===== config.mk =====
export PLATFORM = sky130hd
export DESIGN_NAME = codec_cmd_master
export DESIGN_NICKNAME = d
export VERILOG_FILES = /design/src/rtl/ccm_pkg.sv /design/src/rtl/ccm_frame_timer.sv /design/src/rtl/ccm_tx_shift.sv /design/src/rtl/ccm_rx_capture.sv /design/src/rtl/codec_cmd_master.sv
export SDC_FILE = /design/constraint.sdc
export NUM_CORES = 1
export LEC_CHECK = 0
export ABC_AREA = 0
export BUFFER_PORTS_ARGS = -buffer_cell sky130_fd_sc_hd__buf_2
export CAP_MARGIN = 40
export CELL_PAD_IN_SITES_DETAIL_PLACEMENT = 0
export CELL_PAD_IN_SITES_GLOBAL_PLACEMENT = 1
export CORE_MARGIN = 3
export CORE_UTILIZATION = 30
export DETAILED_ROUTE_END_ITERATION = 10
export HOLD_SLACK_MARGIN = 0.08
export PLACE_DENSITY = 0.7
export SLEW_MARGIN = 10
export SYNTH_ARGS = -nofsm -noshare
export SYNTH_HDL_FRONTEND = slang
export SYNTH_SLANG_ARGS = --single-unit

===== constraint.sdc =====
create_clock -name clk -period 3.1 [get_ports clk]
set_input_delay 0.155 -clock clk [delete_from_list [all_inputs] [get_ports clk]]
set_output_delay 0.155 -clock clk [all_outputs]
set_load 0.02 [all_outputs]

===== src/rtl/ccm_pkg.sv =====
package ccm_pkg;
   localparam int ADDR_W = 4;
   localparam int DATA_W = 16;
   localparam int CMD_W  = ADDR_W + 1 + DATA_W;

   typedef struct packed {
      logic [ADDR_W-1:0] addr;
      logic              wr;
      logic [DATA_W-1:0] data;
   } cmd_t;
endpackage


===== src/rtl/ccm_frame_timer.sv =====
module ccm_frame_timer #(
   parameter int BIT_DIV    = 4,
   parameter int FRAME_BITS = 128,
   localparam int POS_W     = $clog2(FRAME_BITS),
   localparam int HALF      = BIT_DIV / 2
) (
   input  logic             clk,
   input  logic             rst_n,
   output logic             bit_clk,
   output logic             sync,
   output logic             bit_mid,
   output logic             bit_end,
   output logic             frame_load,
   output logic [POS_W-1:0] pos
);
   localparam logic [POS_W-1:0] LAST_POS = POS_W'(FRAME_BITS - 1);

   generate
      if (BIT_DIV == 2) begin : g_div2
         logic phase;
         always_ff @(posedge clk) begin
            if (!rst_n) phase <= 1'b0;
            else        phase <= ~phase;
         end
         assign bit_clk = ~phase;
         assign bit_mid = ~phase;
         assign bit_end = phase;
      end else begin : g_divn
         localparam int PH_W = $clog2(BIT_DIV);
         logic [PH_W-1:0] phase;
         always_ff @(posedge clk) begin
            if (!rst_n)                             phase <= '0;
            else if (phase == PH_W'(BIT_DIV - 1))   phase <= '0;
            else                                    phase <= phase + 1'b1;
         end
         assign bit_clk = (phase < PH_W'(HALF));
         assign bit_mid = (phase == PH_W'(HALF - 1));
         assign bit_end = (phase == PH_W'(BIT_DIV - 1));
      end
   endgenerate

   always_ff @(posedge clk) begin
      if (!rst_n)          pos <= '0;
      else if (bit_end)    pos <= (pos == LAST_POS) ? '0 : pos + 1'b1;
   end

   assign sync       = (pos == '0);
   assign frame_load = bit_end && (pos == LAST_POS);

   a_r3_sync_on_bit_edge: assert property (@(posedge clk) disable iff (!rst_n)
      $rose(sync) |-> $past(bit_end));
   a_r3_pos_moves_on_bit_end: assert property (@(posedge clk) disable iff (!rst_n)
      !bit_end |=> $stable(pos));
endmodule


===== src/rtl/ccm_tx_shift.sv =====
module ccm_tx_shift
   import ccm_pkg::*;
#(
   parameter int POS_W    = 7,
   parameter int ADDR_POS = 36,
   localparam int LAST_TX = ADDR_POS + CMD_W - 1
) (
   input  logic              clk,
   input  logic              rst_n,
   input  logic              load,
   input  cmd_t              cmd_in,
   input  logic              bit_end,
   input  logic [POS_W-1:0]  pos,
   output logic              dout,
   output logic [ADDR_W-1:0] addr_q
);
   logic [CMD_W-1:0] sh_q;
   logic             in_field;

   assign in_field = (pos >= POS_W'(ADDR_POS)) && (pos <= POS_W'(LAST_TX));

   always_ff @(posedge clk) begin
      if (!rst_n) begin
         sh_q   <= '0;
         addr_q <= '0;
      end else if (load) begin
         sh_q   <= cmd_in;
         addr_q <= cmd_in.addr;
      end else if (bit_end && in_field) begin
         sh_q   <= {sh_q[CMD_W-2:0], 1'b0};
      end
   end

   assign dout = in_field & sh_q[CMD_W-1];

   a_r2_addr_held: assert property (@(posedge clk) disable iff (!rst_n)
      !load |=> $stable(addr_q));
   a_r4_shift_only_in_field: assert property (@(posedge clk) disable iff (!rst_n)
      (!load && !in_field) |=> $stable(sh_q));
endmodule


===== src/rtl/ccm_rx_capture.sv =====
module ccm_rx_capture #(
   parameter int POS_W     = 7,
   parameter int DATA_POS  = 41,
   parameter int DATA_W    = 16,
   localparam int LAST_RX  = DATA_POS + DATA_W - 1
) (
   input  logic              clk,
   input  logic              rst_n,
   input  logic              bit_mid,
   input  logic [POS_W-1:0]  pos,
   input  logic              din,
   output logic [DATA_W-1:0] data_q
);
   logic in_field;

   assign in_field = (pos >= POS_W'(DATA_POS)) && (pos <= POS_W'(LAST_RX));

   always_ff @(posedge clk) begin
      if (!rst_n)                   data_q <= '0;
      else if (bit_mid && in_field) data_q <= {data_q[DATA_W-2:0], din};
   end

   a_r5_rx_quiet_outside: assert property (@(posedge clk) disable iff (!rst_n)
      !in_field |=> $stable(data_q));
endmodule


===== src/rtl/codec_cmd_master.sv =====
module codec_cmd_master
   import ccm_pkg::*;
#(
   parameter int BIT_DIV    = 4,
   parameter int FRAME_BITS = 128,
   parameter int SUB0_BITS  = 64,
   parameter int ADDR_POS   = 36,
   parameter int BUS_W      = 32
) (
   input  logic             clk,
   input  logic             rst_n,
   input  logic             wr_en,
   input  logic [BUS_W-1:0] wr_data,
   output logic [BUS_W-1:0] rd_data,
   output logic             bit_clk,
   output logic             frame_sync,
   output logic             ser_out,
   input  logic             ser_in
);
   localparam int POS_W    = $clog2(FRAME_BITS);
   localparam int DATA_POS = ADDR_POS + ADDR_W + 1;
   localparam int LAST_BIT = DATA_POS + DATA_W - 1;

   generate
      if (BIT_DIV < 2 || (BIT_DIV % 2) != 0) begin : g_bad_div
         $error("BIT_DIV must be even and at least 2");
      end
      if (LAST_BIT >= SUB0_BITS || SUB0_BITS >= FRAME_BITS) begin : g_bad_frame
         $error("command field must end inside subframe 0, subframe 0 inside the frame");
      end
      if (BUS_W < CMD_W) begin : g_bad_bus
         $error("bus must hold the command word");
      end
   endgenerate

   logic              bit_mid, bit_end, frame_load, update;
   logic [POS_W-1:0]  pos;
   logic [ADDR_W-1:0] tx_addr;
   logic [DATA_W-1:0] rx_data;
   cmd_t              cmd_q, stat_q;

   ccm_frame_timer #(.BIT_DIV(BIT_DIV), .FRAME_BITS(FRAME_BITS)) u_timer (
      .clk(clk), .rst_n(rst_n), .bit_clk(bit_clk), .sync(frame_sync),
      .bit_mid(bit_mid), .bit_end(bit_end), .frame_load(frame_load), .pos(pos));

   ccm_tx_shift #(.POS_W(POS_W), .ADDR_POS(ADDR_POS)) u_tx (
      .clk(clk), .rst_n(rst_n), .load(frame_load), .cmd_in(cmd_q),
      .bit_end(bit_end), .pos(pos), .dout(ser_out), .addr_q(tx_addr));

   ccm_rx_capture #(.POS_W(POS_W), .DATA_POS(DATA_POS), .DATA_W(DATA_W)) u_rx (
      .clk(clk), .rst_n(rst_n), .bit_mid(bit_mid), .pos(pos),
      .din(ser_in), .data_q(rx_data));

   assign update = bit_end && (pos == POS_W'(SUB0_BITS));

   always_ff @(posedge clk) begin
      if (!rst_n)     cmd_q <= '0;
      else if (wr_en) cmd_q <= wr_data[CMD_W-1:0];
   end

   always_ff @(posedge clk) begin
      if (!rst_n)      stat_q <= '0;
      else if (update) stat_q <= '{addr: tx_addr, wr: 1'b0, data: rx_data};
   end

   assign rd_data = {{(BUS_W-CMD_W){1'b0}}, stat_q};

   a_r1_cmd_taken: assert property (@(posedge clk) disable iff (!rst_n)
      wr_en |=> cmd_q == $past(wr_data[CMD_W-1:0]));
   a_r7_cmd_kept: assert property (@(posedge clk) disable iff (!rst_n)
      !wr_en |=> $stable(cmd_q));
   a_r5_status_only_after_sub0: assert property (@(posedge clk) disable iff (!rst_n)
      !$stable(stat_q) |-> $past(update));
   a_r5_flag_cleared: assert property (@(posedge clk) disable iff (!rst_n)
      update |=> !stat_q.wr);
endmodule


### After elaboration in Yosys (flattened, before gate mapping)

Cells that the tools add are included.
W data, S select, Z words.

| storage, ports and cells | value |
|---|---|
| input bits | 36 |
| register bits after elaboration | 91 |

| cells by class | value |
|---|---|
| eq/ne operators | 4 |
| reduce and logical (&&, ||, !) cells | 9 |
| bitwise logic cells | 2 |
| $add $sub $neg | 2 |
| $lt $le $gt $ge | 4 |
| muxes and demuxes | 3 |

Operators with widths:

| cell | number |
|---|---|
| $mux W21 | 2 |
| $eq A7 B7 Y1 const B | 2 |
| $ge A7 B6 Y1 const B | 2 |
| $add A7 B1 Y7 const B | 1 |
| $le A7 B6 Y1 const B | 1 |
| $logic_not A7 Y1 | 1 |
| $mux W7 | 1 |
| $logic_and A1 B1 Y1 | 6 |
| $add A2 B1 Y2 const B | 1 |
| $eq A2 B1 Y1 const B | 1 |
| $eq A2 B2 Y1 const B | 1 |
| $lt A2 B2 Y1 const B | 1 |
| $reduce_bool A2 Y1 | 1 |
| $reduce_or A2 Y1 | 1 |
| $and A1 B1 Y1 | 1 |
| $not A1 Y1 | 1 |

### Logic depth before layout (Yosys ltp)

| depth | value |
|---|---|
| word-level depth | 5 |
| gate-level depth with buffers | 8 |

### Cells and area by module

From an unflattened synthesis, not the netlist that was laid out.

| second synthesis, totals | value |
|---|---|
| cells, all modules | 415 |
| area total of the unflattened synthesis | 4189.0 µm² |

Modules (own cells, without submodules):

| module | cells each | times used | sequential area each (µm²) | area an instance (µm²) |
|---|---|---|---|---|
| codec_cmd_master | 171 | 1 | 820.8 | 1705.4 |
| ccm_tx_shift | 137 | 1 | 500.5 | 1391.3 |
| ccm_rx_capture | 56 | 1 | 320.3 | 626.9 |
| ccm_frame_timer | 51 | 1 | 180.2 | 465.4 |

### Worst setup path after synthesis

Ideal clock, no wire load.

| path | value |
|---|---|
| path type | reg-to-reg |
| start | register u_timer.g_divn.phase[0] |
| end | register u_tx.sh_q[10] |
| arrival time | 1551 ps |
| clock period less this slack | 1669 ps |
| path slack | 1431 ps |
| cell stages (with the launch flop) | 9 |
| setup time | 118 ps |
| cell sequence | dfxtp_1 -> ha_1 -> buf_2 -> and3_1 -> and3_1 -> buf_2 -> nand2b_1 -> buf_2 -> o2bb2ai_1 |

| on the way | value |
|---|---|
| cells in the longest elaborated chain, start to end | 3 |

RTL lines:

| element | RTL line | text |
|---|---|---|
| start, declared | ccm_frame_timer.sv:30 | `logic [PH_W-1:0] phase;` |
| start signal, assigned | ccm_frame_timer.sv:34 | `else phase <= phase + 1'b1;` |
| $eq A2 B2 Y1 (*) | ccm_frame_timer.sv:38 | `assign bit_end = (phase == PH_W'(BIT_DIV - 1));` |
| $logic_and A1 B1 Y1 (on tied branches) | ccm_frame_timer.sv:48, ccm_tx_shift.sv:29 |  |
| $mux W21 or $reduce_bool A2 Y1 (tied branches) | - |  |
| end signal, assigned | ccm_tx_shift.sv:27 | `sh_q <= cmd_in;` |
| end signal, assigned | ccm_tx_shift.sv:30 | `sh_q <= {sh_q[CMD_W-2:0], 1'b0};` |
| end, declared | ccm_tx_shift.sv:17 | `logic [CMD_W-1:0] sh_q;` |

Mark *: on every way between the ends. The rest lies on a longest branch, timed or not.
A chain may end at the register's enable or synchronous reset.

### Worst setup path after layout

Same ends and word-level chain as after synthesis.

==> flow_metrics.py <==
metrics = {
    "cts": {
        "cts_resized": 0,
        "clkSlewWorstSetupHoldPaths_ns": 0.06,
        "clockRootBuffer": "clkbuf_16",
        "cts_tree": "done",
        "cts.path.max_buffers": 2,
        "cts_sinks": 91,
        "cts_buffers": 9,
        "htree_levels": 3,
        "insertion_delay_ns": 0.34,
    },
    "place": {
        "io_buffers": 47,
        "post-dp-hpwl_um": 4770,
        "gp_congestion": 0.729,
        "post-place-cells": 553,
    },
    "worst_setup_path": {
        "setup.worst_path.class": "reg -> reg",
        "cp-startpoint": "u_timer.g_divn.phase[0]",
        "endpoint_kind": "register",
        "reg2reg_depth": 6,
        "reg2reg_from": "u_timer.g_divn.phase[0]",
        "cp-start-kind": "register",
        "critPathMaxFanout": 12,
        "crit_required_ns": 3.37,
        "cp.arrival_ns": 2.52,
    },
    "routing": {
        "drtAntennaViolNets": 0,
        "routed_via_density": 4.34,
        "vias": 2520,
        "first_pass_iters": 4,
        "drt_iter0_markers": 109,
        "post_drt_wl_per_cell_um": 12.2,
        "wl_um": 7080,
        "drcViolationCount": 0,
    },
    "worst_hold_path": {
        "min_path_type": "in -> reg",
        "min_delay_path_depth": 3,
        "worstHoldStart": "wr_data[17]",
    },
    "timing": {
        "tightest_slew_ns": 0.653,
        "setup_tns_ns": 0,
        "finalHoldViolations": 0,
        "finalSetupViolCount": 0,
        "max_slew_margin_pct": 56.5,
        "finalCritPeriodShare_pct": 72.8,
        "grt_setup_unrepaired": "no",
        "fin_crit_ns": 2.26,
        "slew_viol_final": 0,
        "skew_ns": 0.00786,
        "max_freq_mhz": 443,
    },
    "synth": {
        "yosys.area.top_type": "dfxtp_1",
        "syn_avg_cell_area_um2": 10.4,
        "synth_area_leaders": "dfxtp_1, mux2i_1, nor2b_1",
        "synth-edff-count": 0,
        "synth_top_cells_by_count": "dfxtp_1, mux2i_1, nor2b_1",
        "netlist_area_mm2": 0.00374,
        "ys_seq_area_share_pct": 48.7,
        "yosysWarnings": 0,
        "synth_compound_area_share_pct": 8.16,
        "synth-async-reset-ratio_pct": 0,
        "synth-seq-cells": 91,
        "synth.distinct_cells": 30,
        "synthAdderAreaFrac_pct": 1.67,
        "synth_most_common_cell": "dfxtp_1",
        "synth-simple-area-share_pct": 15.9,
        "netlist.area_leader.share_pct": 48.7,
        "netlist_instances": 359,
        "synthFlopType": "dfxtp_1",
        "muxShareOfSynthArea_pct": 17.7,
        "synth_xor_area_share_pct": 1.40,
        "synth_top_family_by_area": "multiplexers",
    },
    "floorplanning": {
        "fp.dieH_um": 118,
        "fp.coreArea_mm2": 0.0121,
        "rows": 40,
        "die_w_um": 118,
        "die_area_mm2": 0.0138,
        "initial_core_util_pct": 30.9,
        "ios": 71,
    },
    "grt": {
        "antenna_found_initial": 0,
        "grt_max_degree": 45,
        "gr-total-overflow": 0,
        "grt_pass1_vias": 2549,
        "grt_util_all_layers_pct": 10.8,
        "grt_pass1_wl_um": 12300,
    },
    "cells_and_area": {
        "finalCoreUtilization_pct": 37.2,
        "nets": 448,
        "diodes": 0,
        "layout.cells.non_filler": 580,
        "syn2layout_area_growth_pct": 20.4,
        "layout-drive-gt1-share_pct": 17.2,
    },
    "power_and_ir_drop": {
        "power.density_mw_per_mm2": 558,
        "max-vdd-ir-drop_uv": 317,
        "leakagePower_nw": 1.66,
    },
    "outcome": {
        "status": "finished, final reports clean",
    },
    "job": {
        "max_cap_violations": 0,
    },
}
==> through the flow <==
| step | area, µm² | hold WS, ns | total power, mW | worst slack (ns) |
|---|---|---|---|---|
| final | 4500 | 0.0874 | 2.51 | 0.844 |
| after global routing | 4500 | 0.0864 | 2.63 | 0.627 |
| after CTS | 4500 | 0.0814 | 2.56 | 0.786 |
| after detailed placement | 4060 | 0.403 | 1.35 | 0.802 |
| after global placement | 4060 | 0.394 | 1.34 | 0.865 |
| after floorplan | 3780 | 0.288 | 1.32 | 1.43 |
==> kinds of logic after synthesis <==
kind of cell,count (synthesis)
AOI/OAI and AO/OA,40
xor gates and xnor gates,6
DFF,91
muxes,66
buffers and inverters,42
adders and majority gates,5
other,1
and+or+nand+nor,108
==> power breakdown <==
group | internal (mW) | leakage [nW] | switching, mW
registers | 1.19 | 0.738 | 0.0135
clock network | 0.749 | 0.159 | 0.435
logic | 0.0570 | 0.762 | 0.0688
total | 2.00 | 1.66 | 0.517
==> placed cells by master (no fill, tap or decap), types with 7 or more instances in the layout <==
| master | synthesis | routed |
|---|---|---|
| dfxtp_1 | 91 | 91 |
| mux2i_1 | 66 | 66 |
| nor2b_1 | 48 | 48 |
| buf_2 | 12 | 47 |
| nand2_1 | 22 | 22 |
| o2bb2ai_1 | 20 | 20 |
| nand3_1 | 16 | 16 |
| conb_1 | 1 | 12 |
| dlygate4sd3_1 | 0 | 11 |
| o21ai_1 | 10 | 10 |
| clkbuf_16 | 0 | 9 |
| nor2_1 | 7 | 7 |
==> layout make-up <==
type / instances / area, µm²
Clock buffer: 12 / 256
Fill cell: 1258 / 7610
Timing Repair Buffer: 65 / 410
Inverter: 3 / 11.3
Clock inverter: 4 / 72.6
Tap cell: 168 / 210
Multi-Input combinational cell: 237 / 1720
Sequential cell: 91 / 1820
==> timing repair <==
action	in CTS	in global routing
buffers inserted	0	0
hold buffers	11	0
endpoints found under the hold margin	11	0
==> per-layer routing <==
layer / part of all wire (%) / track usage [%]
met1: 47 / 13.2
met2: 46 / 17.3
met3: 6.1 / 4.66
met4: 1.2 / 3.30
met5: 0 / 0
==> worst max-delay path, cell delays in order, from the launching register on <==
cell	delay (ns)
dfxtp_1	0.36
ha_1	0.33
and3_1	0.25
and3_1	0.40
and2_1	0.48
buf_4	0.25
o2bb2ai_1	0.12
==> path summary, 6_finish.rpt <==
kind                                           endpoint  slack [ns]
worst min-delay path                          cmd_q[17]        0.09
worst min register to register  u_timer.g_divn.phase[0]        0.45
worst max-delay path                      u_tx.sh_q[10]        0.84
worst max register to register            u_tx.sh_q[10]        0.84
==> state kept, by name, summed over array words and instances (netlist names) <==
register	count
rd_data	20
u_rx.data_q	16
cmd_q	21
u_tx.addr_q	4
u_timer.pos	7
u_tx.sh_q	21
u_timer.g_divn.phase	2
(Power assumes the default switching activity.)
